**src/rtl/i2cmon_pkg.sv**
```systemverilog
package i2cmon_pkg;
  localparam int CTL_W = 8;
  localparam logic [CTL_W-1:0] CTL_RESET = 8'h80;

  typedef struct packed {
    logic       fixed_one;    // bit 7
    logic [1:0] rsvd;         // bits 6:5
    logic       timer_start;  // bit 4
    logic       rxd_sample;   // bit 3
    logic       auto_clr;     // bit 2
    logic       byte_mode;    // bit 1
    logic       i2c_en;       // bit 0
  } ctl_t;

  function automatic ctl_t ctl_sanitize(input logic [CTL_W-1:0] w);
    ctl_t c;
    c           = ctl_t'(w);
    c.fixed_one = 1'b1;
    c.rsvd      = '0;
    return c;
  endfunction
endpackage

```
**src/rtl/i2cmon_sync.sv**
```systemverilog
module i2cmon_sync #(
  parameter int          W       = 2,
  parameter int          STAGES  = 2,
  parameter logic [W-1:0] RST_VAL = '1
) (
  input  logic         clk,
  input  logic         rst,
  input  logic [W-1:0] d,
  output logic [W-1:0] q
);
  logic [STAGES-1:0][W-1:0] chain;

  always_ff @(posedge clk) begin
    if (rst) begin
      chain <= {STAGES{RST_VAL}};
    end else begin
      chain[0] <= d;
      for (int i = 1; i < STAGES; i++) chain[i] <= chain[i-1];
    end
  end

  assign q = chain[STAGES-1];
endmodule

```
**src/rtl/i2cmon_cond.sv**
```systemverilog
module i2cmon_cond (
  input  logic clk,
  input  logic rst,
  input  logic en,
  input  logic scl,
  input  logic sda,
  output logic start_det,
  output logic busy
);
  logic sda_d, scl_d, stop_det;

  always_ff @(posedge clk) begin
    if (rst) begin
      sda_d <= 1'b1;
      scl_d <= 1'b1;
    end else begin
      sda_d <= sda;
      scl_d <= scl;
    end
  end

  assign start_det = en & scl & scl_d & sda_d & ~sda;
  assign stop_det  = en & scl & scl_d & ~sda_d & sda;

  always_ff @(posedge clk) begin
    if (rst)            busy <= 1'b0;
    else if (!en)       busy <= 1'b0;
    else if (start_det) busy <= 1'b1;
    else if (stop_det)  busy <= 1'b0;
  end

  p_busy_start_r3: assert property (@(posedge clk) disable iff (rst)
    start_det |=> busy);
  p_busy_stop_r4: assert property (@(posedge clk) disable iff (rst)
    stop_det |=> !busy);
  p_busy_off_r5: assert property (@(posedge clk) disable iff (rst)
    !en |=> !busy);
endmodule

```
**src/rtl/i2cmon_coll.sv**
```systemverilog
module i2cmon_coll #(
  parameter int BITS_PER_BYTE = 8
) (
  input  logic clk,
  input  logic rst,
  input  logic en,
  input  logic byte_mode,
  input  logic rxd_sample,
  input  logic auto_clr,
  input  logic xfer_clk,
  input  logic rxd,
  input  logic tx_bit,
  input  logic sda,
  input  logic start_det,
  input  logic arb_clr,
  output logic arb_lost,
  output logic coll_pulse,
  output logic te_clr
);
  localparam int CW = (BITS_PER_BYTE > 1) ? $clog2(BITS_PER_BYTE) : 1;
  localparam logic [CW-1:0] LAST = CW'(BITS_PER_BYTE - 1);

  logic          xfer_d, rxd_d;
  logic          samp, coll_now, last_bit, byte_done, arb_set, acc;
  logic [CW-1:0] cnt;

  always_ff @(posedge clk) begin
    if (rst) begin
      xfer_d <= 1'b0;
      rxd_d  <= 1'b1;
    end else begin
      xfer_d <= xfer_clk;
      rxd_d  <= rxd;
    end
  end

  assign samp      = en & (rxd_sample ? (rxd_d & ~rxd) : (xfer_clk & ~xfer_d));
  assign coll_now  = samp & tx_bit & ~sda;
  assign last_bit  = (cnt == LAST);
  assign byte_done = samp & byte_mode & last_bit;
  assign arb_set   = byte_mode ? (byte_done & (acc | coll_now)) : coll_now;

  always_ff @(posedge clk) begin
    if (rst || !en || start_det) begin
      cnt <= '0;
      acc <= 1'b0;
    end else if (samp) begin
      if (last_bit) begin
        cnt <= '0;
        acc <= 1'b0;
      end else begin
        cnt <= cnt + 1'b1;
        acc <= acc | coll_now;
      end
    end
  end

  always_ff @(posedge clk) begin
    if (rst) begin
      arb_lost   <= 1'b0;
      coll_pulse <= 1'b0;
      te_clr     <= 1'b0;
    end else begin
      if (arb_set)      arb_lost <= 1'b1;
      else if (arb_clr) arb_lost <= 1'b0;
      coll_pulse <= coll_now;
      te_clr     <= coll_now & auto_clr;
    end
  end

  p_coll_pulse_r6: assert property (@(posedge clk) disable iff (rst)
    (samp && tx_bit && !sda) |=> coll_pulse);
  p_byte_hold_r7: assert property (@(posedge clk) disable iff (rst)
    (byte_mode && !byte_done && !arb_clr) |=> $stable(arb_lost));
  p_teclr_on_r9: assert property (@(posedge clk) disable iff (rst)
    (coll_now && auto_clr) |=> te_clr);
  p_teclr_off_r9: assert property (@(posedge clk) disable iff (rst)
    !auto_clr |=> !te_clr);
  p_set_wins_r10: assert property (@(posedge clk) disable iff (rst)
    arb_set |=> arb_lost);
  p_clear_r10: assert property (@(posedge clk) disable iff (rst)
    (arb_clr && !arb_set) |=> !arb_lost);
endmodule

```
**src/rtl/i2c_bus_monitor.sv**
```systemverilog
module i2c_bus_monitor
  import i2cmon_pkg::*;
#(
  parameter int SYNC_STAGES   = 2,
  parameter int BITS_PER_BYTE = 8
) (
  input  logic             clk,
  input  logic             rst,
  input  logic             ctl_we,
  input  logic [CTL_W-1:0] ctl_wd,
  output logic [CTL_W-1:0] ctl_q,
  input  logic             scl_pin,
  input  logic             sda_pin,
  input  logic             tx_bit,
  input  logic             xfer_clk,
  input  logic             rxd,
  input  logic             timer_uf,
  input  logic             arb_clr,
  output logic             busy,
  output logic             arb_lost,
  output logic             coll_pulse,
  output logic             te_clr,
  output logic             tx_start
);
  ctl_t       ctl;
  logic [1:0] pins_s;
  logic       start_det, xclk_d, xrise;

  always_ff @(posedge clk) begin
    if (rst)         ctl <= ctl_t'(CTL_RESET);
    else if (ctl_we) ctl <= ctl_sanitize(ctl_wd);
  end
  assign ctl_q = ctl;

  i2cmon_sync #(.W(2), .STAGES(SYNC_STAGES), .RST_VAL(2'b11)) u_sync (
    .clk (clk), .rst (rst), .d ({scl_pin, sda_pin}), .q (pins_s)
  );

  i2cmon_cond u_cond (
    .clk (clk), .rst (rst), .en (ctl.i2c_en),
    .scl (pins_s[1]), .sda (pins_s[0]),
    .start_det (start_det), .busy (busy)
  );

  i2cmon_coll #(.BITS_PER_BYTE(BITS_PER_BYTE)) u_coll (
    .clk (clk), .rst (rst), .en (ctl.i2c_en), .byte_mode (ctl.byte_mode),
    .rxd_sample (ctl.rxd_sample), .auto_clr (ctl.auto_clr),
    .xfer_clk (xfer_clk), .rxd (rxd), .tx_bit (tx_bit), .sda (pins_s[0]),
    .start_det (start_det), .arb_clr (arb_clr),
    .arb_lost (arb_lost), .coll_pulse (coll_pulse), .te_clr (te_clr)
  );

  assign xrise = xfer_clk & ~xclk_d;

  always_ff @(posedge clk) begin
    if (rst) begin
      xclk_d   <= 1'b0;
      tx_start <= 1'b0;
    end else begin
      xclk_d   <= xfer_clk;
      tx_start <= ctl.timer_start ? timer_uf : xrise;
    end
  end

  p_tx_timer_r11: assert property (@(posedge clk) disable iff (rst)
    (ctl.timer_start && timer_uf) |=> tx_start);
  p_tx_xclk_r11: assert property (@(posedge clk) disable iff (rst)
    (!ctl.timer_start && xrise) |=> tx_start);
  p_ctl_fixed_r2: assert property (@(posedge clk) disable iff (rst)
    ctl_we |=> (ctl_q[7] && ctl_q[6:5] == 2'b00));
endmodule

```
**config.mk**
```make
export PLATFORM = sky130hd
export DESIGN_NAME = i2c_bus_monitor
export DESIGN_NICKNAME = d
export VERILOG_FILES = /design/src/rtl/i2cmon_pkg.sv /design/src/rtl/i2cmon_sync.sv /design/src/rtl/i2cmon_cond.sv /design/src/rtl/i2cmon_coll.sv /design/src/rtl/i2c_bus_monitor.sv
export SDC_FILE = /design/constraint.sdc
export NUM_CORES = 1
export LEC_CHECK = 0
export ABC_AREA = 1
export CAP_MARGIN = 20
export CORE_MARGIN = 2
export CORE_UTILIZATION = 43
export DETAILED_ROUTE_END_ITERATION = 7
export GPL_TIMING_DRIVEN = 0
export PLACE_DENSITY = 0.74
export SLEW_MARGIN = 40
export SYNTH_ARGS = -nofsm -noshare
export SYNTH_HDL_FRONTEND = slang
export SYNTH_SLANG_ARGS = --single-unit
```
**constraint.sdc**
```tcl
create_clock -name clk -period 1.45 [get_ports clk]
set_input_delay 0.29 -clock clk [delete_from_list [all_inputs] [get_ports clk]]
set_output_delay 0.29 -clock clk [all_outputs]
set_load 0.01 [all_outputs]
```
==> results.cfg <==
[clock_network]
ctsHoldBuffers = 0
clock-sinks = 22
numCtsBuffers = 3
clock_path_buffers = 2
cts_tree = yes
cts_root_buffer = clkbuf_4
clk_pin_slew_ns = 0.12
clock_latency_ns = 0.31
cts_max_level = 1

[drt]
vias = 714
post-route-drc-count = 0
wl_um = 1617
via_per_inst = 4.380
avgRoutedWirePerCell_um = 9.920
drt_iter0_markers = 2
antenna_left = 0
first_pass_iters = 2

[pwr]
sw_frac_of_total = 0.2119
leakage_nw = 0.5685
p_sw_mw = 0.2656
power_frac_clock = 0.375
p_int_mw = 0.9881
seqPwrFrac = 0.509
power_density_nw_per_um2 = 1043
worst_ir_drop_vdd_mv = 0.7996
combPwrFrac = 0.116

[synth]
synth-edff-count = 0
synth.distinct_cells = 22
syn_avg_cell_area_um2 = 8.227
yosys.area.top_type = dfxtp_1
synth_most_common_cell = dfxtp_1
synth_cells = 106
ys_top_cells_by_area = dfxtp_1 51%, nor2_1 6.9%, buf_4 6.0%
synthTopCellsByCount = 22 x dfxtp_1, 16 x nor2_1, 13 x inv_1
ys.flop_type = dfxtp_1
synthDominantCellAreaShare = 0.5050
async_reset_ff_frac = 0
ys_warn_count = 0
syn_area_um2 = 872.1
ys_seq_area_frac = 0.5050
ys_seq_elements = 22

[final_layout]
fillers = 178
drive_gt1_frac = 0.1985
final_nets = 157
n_antenna_cell = 0
fin_cells = 163
areaGrowthSynthToFinish_pct = 37.88

[sta]
period_needed_ns = 1.359
finalCritPeriodShare = 0.9374
finClkSkew_ns = 0.004908
max_clock_freq_mhz = 735.7
setup_slack_ns = 0.09076
rsz0062_at_grt = false
setup_viol = 0
hold_viol = 0
slew_viol_final = 0

[floorplanning]
start_util = 0.4491
die_h_um = 49.04
rows = 16
die_area_um2 = 2404
num_io_pins = 31
die_w_um = 49.04
core_area_um2 = 1942

[place]
dp.cells = 158
io_buffer_count = 24
place_ws_ns = -0.01219
finalWeightedCongestion = 0.6727
hpwlAfterDp_um = 1251

[global_routing]
antenna_found_initial = 0
grt-ovfl-total = 0
first_global_vias = 745
grt_max_degree = 14
grt_use_total = 0.1680
grt_pass1_wl_um = 3077

[worst_setup_path]
crit_fanout = 3
required_ns = 1.16
worst_path_max_delay_cell = dfxtp_2
critical-path-top-delay-family = buffers and inverters
crit_path_end_kind = output pin
crit_type = reg2out
r2r-start = u_coll.cnt[0]
reg2reg_slack_ns = 0.29
crit_buf_inv = 2
critPathArrivalTime_ns = 1.07
start_kind = flip-flop
reg2reg_depth = 6
regToRegEndpoint = u_coll.arb_lost
slowest_delay_ns = 0.35
crit_chain = buf_4 -> dlygate4sd2_1

[worst_hold_path]
hp-class = reg2reg
min_path_cells = 1
hold_start = u_sync.chain[1]
hold_end = u_sync.q[1]

[status]
status = finished clean

[job]
cap_violations = 0
==> cells in the final DEF, fill, tap and decap left out, drive strengths merged, types with 2 or more instances in the layout <==
| cell | n |
|---|---|
| nand2 | 13 |
| conb | 3 |
| buf | 9 |
| nor3 | 2 |
| dlygate4sd2 | 9 |
| ha | 2 |
| clkdlybuf4s50 | 14 |
| o21ai | 7 |
| or2 | 5 |
| nor2 | 18 |
| clkbuf | 4 |
| inv | 13 |
| nand3 | 5 |
| a21oi | 4 |
| dfxtp | 22 |
==> metrics by stage <==
step / utilization / hold WS, ns / power (mW) / instance area (µm²) / TNS [ns]
3_3_place_gp: 0.5921 / 0.3918 / 0.7980 / 1150 / -0.003767
3_5_place_dp: 0.5921 / 0.4055 / 0.8015 / 1150 / -0.01219
6_report: 0.6192 / 0.4282 / 1.254 / 1202 / 0
5_1_grt: 0.6192 / 0.4474 / 1.310 / 1202 / 0
2_1_floorplan: - / 0.3866 / 0.7260 / 875.8 / 0
4_1_cts: 0.6192 / 0.4367 / 1.265 / 1202 / 0
==> layout make-up <==
type                            instances  area, µm²  share of cell area
Multi-Input combinational cell         64      330.3              0.2747
Buffer                                  8      56.30             0.04683
Timing Repair Buffer                   25      234.0              0.1946
Clock buffer                            3      22.52             0.01873
Tap cell                               27      33.78             0.02810
Sequential cell                        22      446.7              0.3715
Clock inverter                          1      30.03             0.02497
Inverter                               13      48.80             0.04058
==> logic make-up (layout without fill, tap and decap cells) <==
| group | after synthesis | after routing | synth area share |
|---|---|---|---|
| adders and majority gates | 2 | 2 | 0.02869 |
| buffers and inverters | 21 | 50 | 0.1205 |
| AOI/OAI and AO/OA | 12 | 12 | 0.07604 |
| other | 2 | 3 | 0.008612 |
| DFF | 22 | 22 | 0.5050 |
| and+or+nand+nor | 47 | 47 | 0.2611 |
==> flip-flops by register name, indices dropped and copies added, names as in the netlist, 2 cells and up <==
register      count
u_sync.q          2
u_coll.cnt        3
ctl_q             5
u_sync.chain      2
==> routing by layer <==
metal | track usage | part of all wire | up-vias | wire length (µm)
met4 | 0.1000 | 0.027 | 0 | 44
met3 | 0.04601 | 0.060 | 5 | 97
met2 | 0.2991 | 0.48 | 19 | 772
li1 | - | - | 382 | -
met1 | 0.1751 | 0.43 | 308 | 703
met5 | 0 | 0 | - | 0
==> power groups by stage <==
stage	combinational, mW	sequential (mW)	clock [mW]
finish	0.145	0.638	0.471
global route	0.163	0.641	0.505
CTS	0.146	0.638	0.481
detailed placement	0.147	0.654	0
global placement	0.145	0.653	0
floorplan	0.0729	0.653	0
==> worst register-to-register path, stage by stage, from the launching register on <==
cell and delay [ns]:
dfxtp_1 0.39, ha_1 0.17, ha_1 0.17, nand3_1 0.10, nor2_1 0.09, nand2_1 0.07
a21oi_2 0.12
==> repair_timing <==
action                                  in CTS  in global routing
setup buffers                                1                  0
gates resized for setup                     14                  0
endpoints found under the setup margin      10                  0
==> worst max path at each step <==
stage	startpoint	to	slack, ns	cells after the start
5_1_grt	ctl_q[2]	ctl_q[2]	0.04	2
4_1_cts	ctl_q[2]	ctl_q[2]	0.08	2
2_1_floorplan	u_coll.cnt[0]	u_coll.cnt[2]	0.40	4
6_report	ctl_q[2]	ctl_q[2]	0.09	2
3_5_place_dp	rst	u_coll.cnt[1]	-0.01	6
3_3_place_gp	rst	u_coll.cnt[2]	-0.003	6
Power figures use the tool's default switching activity.
